<file path="src/rtl/osd_dot_pkg.sv">
package osd_dot_pkg;

  localparam int CODE_W = 2;

  typedef struct packed {
    logic              src_osc;
    logic [1:0]        ratio;
    logic [CODE_W-1:0] hsz_code;
    logic [CODE_W-1:0] vsz_code;
    logic              biscan;
  } blk_cfg_t;

  typedef enum logic [1:0] {
    PH_WAIT = 2'd0,
    PH_GAP  = 2'd1,
    PH_RUN  = 2'd2
  } hphase_e;

  function automatic logic [1:0] code_to_ratio(input logic [1:0] code);
    logic [1:0] r;
    case (code)
      2'd0:    r = 2'd1;
      2'd1:    r = 2'd2;
      default: r = 2'd3;
    endcase
    return r;
  endfunction

endpackage

</file>
<file path="src/rtl/osd_hsync_sync.sv">
module osd_hsync_sync #(
  parameter int STAGES = 2
) (
  input  logic clk,
  input  logic rst_n,
  input  logic hsync_in,
  output logic hs_rise
);
  localparam int LAST = STAGES - 1;

  logic [STAGES:0] shreg;

  always_ff @(posedge clk or negedge rst_n) begin
    if (!rst_n) shreg <= '0;
    else        shreg <= {shreg[STAGES-1:0], hsync_in};
  end

  assign hs_rise = shreg[LAST] & ~shreg[STAGES];

endmodule

</file>
<file path="src/rtl/osd_cfg_latch.sv">
module osd_cfg_latch
  import osd_dot_pkg::*;
#(
  parameter int HSTART_W = 8
) (
  input  logic                clk,
  input  logic                rst_n,
  input  logic                blk_start,
  input  logic                src_osc,
  input  logic [1:0]          prediv,
  input  logic [CODE_W-1:0]   hsize,
  input  logic [CODE_W-1:0]   vsize,
  input  logic                biscan,
  input  logic                cc_mode,
  input  logic                layer2,
  input  logic                share,
  input  logic [1:0]          ref_prediv,
  input  logic [HSTART_W-1:0] hstart,
  output blk_cfg_t            cfg_q,
  output logic [HSTART_W-1:0] hstart_q,
  output logic                cfg_err
);
  logic [1:0] sel_code;
  logic [1:0] raw_ratio;
  logic       clamp;
  blk_cfg_t   cfg_d;

  always_comb begin
    sel_code  = (layer2 && share) ? ref_prediv : prediv;
    raw_ratio = code_to_ratio(sel_code);
    clamp     = cc_mode && (raw_ratio == 2'd3);
    cfg_d.src_osc  = src_osc;
    cfg_d.ratio    = clamp ? 2'd2 : raw_ratio;
    cfg_d.hsz_code = hsize;
    cfg_d.vsz_code = vsize;
    cfg_d.biscan   = biscan;
  end

  always_ff @(posedge clk or negedge rst_n) begin
    if (!rst_n) begin
      cfg_q    <= '{src_osc: 1'b0, ratio: 2'd1, hsz_code: '0, vsz_code: '0, biscan: 1'b0};
      hstart_q <= '0;
      cfg_err  <= 1'b0;
    end else if (blk_start) begin
      cfg_q    <= cfg_d;
      hstart_q <= hstart;
      cfg_err  <= clamp;
    end
  end

  a_r3_ratio_nonzero: assert property (@(posedge clk) disable iff (!rst_n)
    cfg_q.ratio != 2'd0);

  a_r8_clamped_ratio: assert property (@(posedge clk) disable iff (!rst_n)
    cfg_err |-> (cfg_q.ratio == 2'd2));

endmodule

</file>
<file path="src/rtl/osd_hdot_gen.sv">
module osd_hdot_gen
  import osd_dot_pkg::*;
#(
  parameter int HSTART_W = 8
) (
  input  logic                clk,
  input  logic                rst_n,
  input  logic                active,
  input  logic                restart,
  input  logic                tick,
  input  logic [1:0]          ratio,
  input  logic [CODE_W-1:0]   hsz_code,
  input  logic [HSTART_W-1:0] hstart,
  output logic                pix_stb
);
  hphase_e             phase;
  logic [HSTART_W-1:0] hcnt;
  logic [1:0]          pcnt;
  logic [CODE_W-1:0]   dcnt;
  logic                tc_end;

  assign tc_end = (pcnt == 2'(ratio - 2'd1));

  always_ff @(posedge clk or negedge rst_n) begin
    if (!rst_n) begin
      phase   <= PH_WAIT;
      hcnt    <= '0;
      pcnt    <= '0;
      dcnt    <= '0;
      pix_stb <= 1'b0;
    end else if (restart) begin
      phase   <= PH_WAIT;
      hcnt    <= '0;
      pcnt    <= '0;
      dcnt    <= '0;
      pix_stb <= 1'b0;
    end else begin
      pix_stb <= 1'b0;
      if (active && tick) begin
        case (phase)
          PH_WAIT: begin
            if (hcnt == hstart) phase <= PH_GAP;
            else                hcnt  <= hcnt + 1'b1;
          end
          PH_GAP: begin
            if (tc_end) begin
              pcnt  <= '0;
              phase <= PH_RUN;
            end else begin
              pcnt <= pcnt + 1'b1;
            end
          end
          default: begin
            if (tc_end) begin
              pcnt <= '0;
              if (dcnt == hsz_code) begin
                dcnt    <= '0;
                pix_stb <= 1'b1;
              end else begin
                dcnt <= dcnt + 1'b1;
              end
            end else begin
              pcnt <= pcnt + 1'b1;
            end
          end
        endcase
      end
    end
  end

  a_r3_prediv_in_range: assert property (@(posedge clk) disable iff (!rst_n)
    pcnt < ratio);

  a_r5_dot_in_range: assert property (@(posedge clk) disable iff (!rst_n)
    dcnt <= hsz_code);

  a_r2_pix_follows_tick: assert property (@(posedge clk) disable iff (!rst_n)
    pix_stb |-> $past(tick && active && !restart));

  a_r4_no_pix_before_run: assert property (@(posedge clk) disable iff (!rst_n)
    (phase != PH_RUN) |-> !pix_stb);

endmodule

</file>
<file path="src/rtl/osd_vdot_gen.sv">
module osd_vdot_gen
  import osd_dot_pkg::*;
(
  input  logic              clk,
  input  logic              rst_n,
  input  logic              active,
  input  logic              clear,
  input  logic              hs_rise,
  input  logic [CODE_W-1:0] vsz_code,
  input  logic              biscan,
  output logic              row_stb
);
  localparam int VD_W = CODE_W + 2;

  logic [VD_W-1:0] vdiv;
  logic [VD_W-1:0] vcnt;

  assign vdiv = VD_W'({1'b0, vsz_code} + 1'b1) << biscan;

  always_ff @(posedge clk or negedge rst_n) begin
    if (!rst_n) begin
      vcnt    <= '0;
      row_stb <= 1'b0;
    end else if (clear) begin
      vcnt    <= '0;
      row_stb <= 1'b0;
    end else begin
      row_stb <= 1'b0;
      if (active && hs_rise) begin
        if (vcnt == vdiv - 1'b1) begin
          vcnt    <= '0;
          row_stb <= 1'b1;
        end else begin
          vcnt <= vcnt + 1'b1;
        end
      end
    end
  end

  a_r6_row_follows_rise: assert property (@(posedge clk) disable iff (!rst_n)
    row_stb |-> $past(hs_rise && active));

  a_r7_line_cnt_in_range: assert property (@(posedge clk) disable iff (!rst_n)
    vcnt < vdiv);

endmodule

</file>
<file path="src/rtl/osd_dot_timing.sv">
module osd_dot_timing
  import osd_dot_pkg::*;
#(
  parameter int HSTART_W    = 8,
  parameter int SYNC_STAGES = 2
) (
  input  logic                clk,
  input  logic                rst_n,
  input  logic                slicer_tick,
  input  logic                osc_tick,
  input  logic                hsync_in,
  input  logic                blk_start,
  input  logic                blk_stop,
  input  logic                cfg_src_osc,
  input  logic [1:0]          cfg_prediv,
  input  logic [1:0]          cfg_hsize,
  input  logic [1:0]          cfg_vsize,
  input  logic                cfg_biscan,
  input  logic                cfg_cc,
  input  logic                cfg_layer2,
  input  logic                cfg_share,
  input  logic [1:0]          ref_prediv,
  input  logic [HSTART_W-1:0] cfg_hstart,
  output logic                pix_stb,
  output logic                row_stb,
  output logic                cfg_err
);
  blk_cfg_t            cfg_q;
  logic [HSTART_W-1:0] hstart_q;
  logic                hs_rise;
  logic                active;
  logic                src_tick;
  logic                h_restart;

  osd_cfg_latch #(.HSTART_W(HSTART_W)) u_cfg (
    .clk(clk), .rst_n(rst_n), .blk_start(blk_start),
    .src_osc(cfg_src_osc), .prediv(cfg_prediv), .hsize(cfg_hsize),
    .vsize(cfg_vsize), .biscan(cfg_biscan), .cc_mode(cfg_cc),
    .layer2(cfg_layer2), .share(cfg_share), .ref_prediv(ref_prediv),
    .hstart(cfg_hstart), .cfg_q(cfg_q), .hstart_q(hstart_q), .cfg_err(cfg_err)
  );

  osd_hsync_sync #(.STAGES(SYNC_STAGES)) u_sync (
    .clk(clk), .rst_n(rst_n), .hsync_in(hsync_in), .hs_rise(hs_rise)
  );

  always_ff @(posedge clk or negedge rst_n) begin
    if (!rst_n)         active <= 1'b0;
    else if (blk_start) active <= 1'b1;
    else if (blk_stop)  active <= 1'b0;
  end

  assign src_tick  = cfg_q.src_osc ? osc_tick : slicer_tick;
  assign h_restart = blk_start | hs_rise;

  osd_hdot_gen #(.HSTART_W(HSTART_W)) u_hdot (
    .clk(clk), .rst_n(rst_n), .active(active), .restart(h_restart),
    .tick(src_tick), .ratio(cfg_q.ratio), .hsz_code(cfg_q.hsz_code),
    .hstart(hstart_q), .pix_stb(pix_stb)
  );

  osd_vdot_gen u_vdot (
    .clk(clk), .rst_n(rst_n), .active(active), .clear(blk_start),
    .hs_rise(hs_rise), .vsz_code(cfg_q.vsz_code), .biscan(cfg_q.biscan),
    .row_stb(row_stb)
  );

  a_r11_idle_silent: assert property (@(posedge clk) disable iff (!rst_n)
    !active |=> (!pix_stb && !row_stb));

  a_r8_err_only_caption: assert property (@(posedge clk) disable iff (!rst_n)
    (blk_start && !cfg_cc) |=> !cfg_err);

endmodule

</file>
<file path="config.mk">
export PLATFORM = sky130hd
export DESIGN_NAME = osd_dot_timing
export DESIGN_NICKNAME = d
export VERILOG_FILES = /design/src/rtl/osd_dot_pkg.sv /design/src/rtl/osd_hsync_sync.sv /design/src/rtl/osd_cfg_latch.sv /design/src/rtl/osd_hdot_gen.sv /design/src/rtl/osd_vdot_gen.sv /design/src/rtl/osd_dot_timing.sv
export SDC_FILE = /design/constraint.sdc
export NUM_CORES = 1
export LEC_CHECK = 0
export BUFFER_PORTS_ARGS = -buffer_cell sky130_fd_sc_hd__buf_4
export CAP_MARGIN = 20
export CELL_PAD_IN_SITES_DETAIL_PLACEMENT = 1
export CELL_PAD_IN_SITES_GLOBAL_PLACEMENT = 2
export CORE_MARGIN = 2
export CORE_UTILIZATION = 30
export CTS_BUF_LIST = sky130_fd_sc_hd__clkbuf_8
export CTS_CLUSTER_SIZE = 30
export DETAILED_ROUTE_END_ITERATION = 7
export GPL_ROUTABILITY_DRIVEN = 0
export PLACE_DENSITY = 0.77
export SYNTH_ARGS = -nofsm -noshare
export SYNTH_HDL_FRONTEND = slang
export SYNTH_SLANG_ARGS = --single-unit
</file>
<file path="constraint.sdc">
create_clock -name clk -period 2.8 [get_ports clk]
set_input_delay 0.42 -clock clk [delete_from_list [all_inputs] [get_ports clk]]
set_output_delay 0.42 -clock clk [all_outputs]
set_load 0.02 [all_outputs]
</file>
Word level (Yosys, flattened, before mapping) --
Index checks and enable logic that the tools add are counted.
Operators by class: $add $sub $neg 7, reductions and logical operators 17, equal/unequal tests 12, mux-type cells 35, bitwise gates (word level) 3, shifts and indexed selects 1
Operators by type and width (count):
- $mux W8 | 4
- $mux W2 | 15
- $mux W4 | 3
- $mux W1 | 11
- $reduce_bool A2 Y1 | 5
- $add A8 B1 Y8 const B | 1
- $eq A8 B8 Y1 | 1
- $pmux W2 S2 | 2
- $ne A3 B2 Y1 const B | 2
- $reduce_and A3 Y1 | 2
- $add A2 B1 Y2 const B | 2
- $add A4 B1 Y4 const B | 1
- $eq A2 B1 Y1 const B | 2
- $eq A2 B2 Y1 | 2
- $eq A4 B4 Y1 | 1
- $logic_and A1 B1 Y1 | 4
- $logic_not A2 Y1 | 2
- $ne A2 B2 Y1 const B | 2
- $reduce_and A4 Y1 | 1
- $shl A4 B1 Y4 | 1
- $sub A4 B1 Y4 const B | 1
- $add A2 B1 Y3 const B | 1
- $reduce_bool A3 Y1 | 1
- $eq A2 B2 Y1 const B | 1
- other kinds (7) | 7
Word-level totals: output and inout port bits 3, logic and storage cells 91, flip-flop bits (word level) 41

Depth between registers and ports, before layout --
depth in word-level cells 7, depth in mapped cells 7, mapped depth without buffers 6

Modules after synthesis --
A second synthesis with hierarchy kept.
Unflattened totals: cell total of the unflattened synthesis 201, area, all modules 2297.2 um^2
By module, submodules not included:
- osd_hdot_gen | seq. area each 375.4 um^2, instances 1, cells each 108, area an instance 1034.7 um^2
- osd_cfg_latch | seq. area each 426.7 um^2, instances 1, cells each 45, area an instance 730.7 um^2
- osd_vdot_gen | seq. area each 125.1 um^2, instances 1, cells each 39, area an instance 385.4 um^2
- osd_hsync_sync | seq. area each 75.1 um^2, instances 1, cells each 4, area an instance 88.8 um^2
- osd_dot_timing | seq. area each 25.0 um^2, instances 1, cells each 5, area an instance 57.6 um^2

Least setup slack after synthesis --
OpenSTA, ideal clock, no wires.
path kind register to register, from register u_cfg.cfg_q[2] (netlist name), to register u_vdot.vcnt[1], arrival 1.885 ns, period minus slack after synthesis 2.007 ns, required time 2.679 ns, slack 0.793 ns, cell stages (with the launch flop) 7, path through dfrtp_1 > ha_1 > nand2b_1 > a221oi_2 > xnor2_1 > or3_1 > a32o_2
Between the ends: longest elaborated chain between the ends 7
Ends and longest elaborated chain:
- $add A2 B1 Y3 | line osd_vdot_gen.sv:18 | assign vdiv = VD_W'({1'b0, vsz_code} + 1'b1) << biscan;
- $shl A4 B1 Y4 | line osd_vdot_gen.sv:18
- $sub A4 B1 Y4 | line osd_vdot_gen.sv:30 | if (vcnt == vdiv - 1'b1) begin
- $eq A4 B4 Y1 | line osd_vdot_gen.sv:30
- $mux W4 | line osd_vdot_gen.sv:30
- $mux W4 | line osd_vdot_gen.sv:29 | if (active && hs_rise) begin
- $mux W4 | line osd_vdot_gen.sv:24 | end else if (clear) begin
- to (signal assigned) | line osd_vdot_gen.sv:34 | vcnt <= vcnt + 1'b1;
- to (decl) | line osd_vdot_gen.sv:16 | logic [VD_W-1:0] vcnt;
Every way passes these cells. The select of a mux whose other input is x is not followed. A chain may end at the register's enable or synchronous reset.

Worst setup path in the final report --
from register u_cfg.cfg_q[1] (netlist name), to register u_vdot.vcnt[1]
Between the ends: longest elaborated chain between the ends 7
Ends and longest elaborated chain (line):
- $add A2 B1 Y3 | osd_vdot_gen.sv:18
- $shl A4 B1 Y4 | osd_vdot_gen.sv:18
- $sub A4 B1 Y4 | osd_vdot_gen.sv:30
- $eq A4 B4 Y1 | osd_vdot_gen.sv:30
- $mux W4 | osd_vdot_gen.sv:30
- $mux W4 | osd_vdot_gen.sv:29
- $mux W4 | osd_vdot_gen.sv:24
Every way passes these cells. The select of a mux whose other input is x is not followed.

==> impl_metrics.env <==
export IMPL_reg2reg_to="u_vdot.vcnt[1]$_DFFE_PN0P_"
export IMPL_ff2ff_path_depth=6
export IMPL_stdcell_area_um2=2487
export IMPL_area_growth_synth_to_final_pct=18.05
export IMPL_status="finished clean"
export IMPL_cts_sinks=41
export IMPL_p_total_mw=1.270
export IMPL_routed_wl_mm=4.262
export IMPL_row_count=30
export IMPL_die_area_um2=7710
export IMPL_clk_pin_slew_ns=0.08
export IMPL_fmax_mhz=451.1
export IMPL_cts_root_buf="clkbuf_8"
export IMPL_slew_viol_final=0
export IMPL_antenna_left=0
export IMPL_setup_tns_final_ns=0
export IMPL_p_leak_nw=1.107
export IMPL_htreeDepth=2
export IMPL_die_w_um=87.81
export IMPL_grt_max_degree=42
export IMPL_power_density_nw_per_um2=510.7
export IMPL_synth_largest_area_cell="dfrtp_1"
export IMPL_rrSetupSlack_ns=0.58
export IMPL_drt_first_pass_iters=4
export IMPL_setup_worst_path_class="register to register"
export IMPL_synth_top_area_share_pct=47.51
export IMPL_die_y_um=87.81
export IMPL_postCtsResizedCells=0
export IMPL_clk_latency_ns=0.29
export IMPL_busiest_layer="met2"
export IMPL_synthArstFlopShare_pct=100.0
export IMPL_grt_use_met3_pct=3.110
export IMPL_grt_use_total_pct=12.42
export IMPL_dp_cells=312
export IMPL_max_vdd_ir_drop_v=0.0002300
export IMPL_netlist_instances=194
export IMPL_ios=31
export IMPL_holdBufCountCts=0
export IMPL_nets=254
export IMPL_syn_area_um2=2107
export IMPL_r2r_start="u_cfg.cfg_q[1]$_DFFE_PN0P_"
export IMPL_post_route_min_period_ns=2.217
export IMPL_final_common_cell="dfrtp_1"
export IMPL_drt_iter0_markers=40
export IMPL_use_met2_pct=20.52
export IMPL_synth_cell_types=44
export IMPL_synth_area_leaders="dfrtp_1, mux2_2, xor2_1, xnor2_1, nor2_1"
export IMPL_clockBufferDepth=2
export IMPL_post_drt_wl_per_cell_um=13.32
export IMPL_fin_hold_ws_ns=0.09693
export IMPL_cts_setup_buffers=0
export IMPL_grt_overflow=0
export IMPL_fin_cells=320
export IMPL_yosysSeqAreaShare_pct=48.75
export IMPL_required_ns=2.98
export IMPL_final_cell_mix="dfrtp_1, buf_4, nor2_1, mux2_2"
export IMPL_final_hold_viol_count=0
export IMPL_numCtsBuffers=5
export IMPL_dr_total_vias=1512
export IMPL_grt_pass1_wl_mm=7.507
export IMPL_start_util_pct=31.01
export IMPL_synth_warnings=0
export IMPL_crit_fanout=8
export IMPL_drc=0
export IMPL_avgSynthCellArea_um2=10.86
export IMPL_end_kind="register"
export IMPL_place_hpwl_mm=3.089
export IMPL_hold_class="input pin to asynchronous set/reset pin"
export IMPL_setup_viol=0
export IMPL_antennaDiodeCount=0
export IMPL_synth_seq_cells=41
export IMPL_timing_final_crit_share_pct=79.17
export IMPL_fillers=785
export IMPL_path_cells="ha_1 -> nand2b_1 -> a221oi_2 -> xnor2_1 -> or3_1 -> a32o_2"
export IMPL_maxCapViolCount=0
export IMPL_vias_per_cell=4.725
export IMPL_postPlaceCellArea_um2=2405
export IMPL_skew_ns=0.006022
export IMPL_synth_edf_count=0
export IMPL_synthFlopType="dfrtp_1"
export IMPL_cts_tree="done"
export IMPL_critPathMaxStageDelay_ns=0.47
export IMPL_slowest_stage="dfrtp_1"
export IMPL_cp_arrival_ns=2.40
export IMPL_use_met1_pct=16.26
export IMPL_grt_pass1_vias=1615
export IMPL_critPathLaunchType="register"
export IMPL_slew_limit_headroom_pct=64.59
export IMPL_core_area_um2=6794
export IMPL_antenna_found_initial=0
export IMPL_syn_nets=225
export IMPL_rsz0062_at_grt="false"
export IMPL_drive_gt1_share_pct=26.79
export IMPL_worst_pin_slew_ns=0.5311
export IMPL_io_buffers=30
## Yosys cell counts, drive strengths merged (3+ instances only)
cell / instances
dfrtp: 40
nor2: 17
mux2: 15
nand2: 13
xor2: 13
xnor2: 9
o21ai: 8
mux2i: 6
nand2b: 6
a21oi: 5
a31oi: 5
clkbuf: 5
nor3: 5
inv: 4
buf: 3
ha: 3
nand3: 3
nor2b: 3
## metrics by stage
step / setup WS [ns] / util (%)
floorplan: 0.7934 / -
global placement: 0.6453 / 35.40
finish: 0.5832 / 36.61
CTS: 0.5779 / 36.61
global route: 0.4257 / 36.61
detailed placement: 0.5982 / 35.40
## final cells by class
| type | instances | area (µm²) | area share (%) |
|---|---|---|---|
| clock buffer | 5 | 68.82 | 2.767 |
| clock inverter | 3 | 13.76 | 0.5533 |
| inverter | 4 | 15.01 | 0.6036 |
| multi-input combinational | 141 | 1017 | 40.90 |
| sequential | 41 | 1027 | 41.30 |
| tap | 96 | 120.1 | 4.829 |
| timing repair buffer | 30 | 225.2 | 9.054 |
## registers in the layout, summed over array words and instances, names as in the netlist
| signal | count |
|---|---|
| u_cfg.cfg_err | 1 |
| u_hdot.pcnt | 2 |
| u_vdot.row_stb | 1 |
| u_cfg.cfg_q | 8 |
| u_hdot.dcnt | 2 |
| u_cfg.hstart_q | 8 |
| u_hdot.phase | 2 |
| u_hdot.pix_stb | 1 |
| u_hdot.hcnt | 8 |
| u_vdot.vcnt | 4 |
| active | 1 |
| u_sync.shreg | 3 |
## critical path, delay by kind of cell, from the launching register on
family                   cells  cell delay, ns
AND/OR/NAND/NOR              2            0.58
flip-flops                   1            0.47
XOR/XNOR                     1            0.13
adder cells (fa/ha/maj)      1            0.37
AO/OA/AOI/OAI                2            0.56
## worst max path at each step
stage                               start                         end  slack (ns)  depth (start not counted)
2_1_floorplan  u_cfg.cfg_q[2]$_DFFE_PN0P_  u_vdot.vcnt[1]$_DFFE_PN0P_        0.79                          6
3_3_place_gp   u_cfg.cfg_q[1]$_DFFE_PN0P_  u_vdot.vcnt[1]$_DFFE_PN0P_        0.65                          6
3_5_place_dp   u_cfg.cfg_q[1]$_DFFE_PN0P_  u_vdot.vcnt[1]$_DFFE_PN0P_        0.60                          6
4_1_cts        u_cfg.cfg_q[1]$_DFFE_PN0P_  u_vdot.vcnt[1]$_DFFE_PN0P_        0.58                          6
5_1_grt        u_cfg.cfg_q[1]$_DFFE_PN0P_  u_vdot.vcnt[1]$_DFFE_PN0P_        0.43                          6
6_report       u_cfg.cfg_q[1]$_DFFE_PN0P_  u_vdot.vcnt[1]$_DFFE_PN0P_        0.58                          6
## metal layers
layer,vias up,wire length [µm]
li1,744,-
met1,742,1977
met2,21,2091
met3,5,133
met4,0,59
met5,-,0
## kinds of logic after synthesis
| kind of cell | after synthesis | synth area share [%] |
|---|---|---|
| DFF | 41 | 48.75 |
| adders and majority gates | 3 | 1.782 |
| muxes | 21 | 10.87 |
| buffers and inverters | 12 | 2.968 |
| xor gates and xnor gates | 22 | 9.145 |
| and+or+nand+nor | 59 | 14.37 |
| AOI/OAI and AO/OA | 36 | 12.11 |
## where the power goes
| part | internal (mW) | switching, mW |
|---|---|---|
| sequential | 0.633 | 0.0403 |
| combinational | 0.109 | 0.104 |
| clock | 0.170 | 0.215 |
| total | 0.911 | 0.359 |
Power figures use the tool's default switching activity.
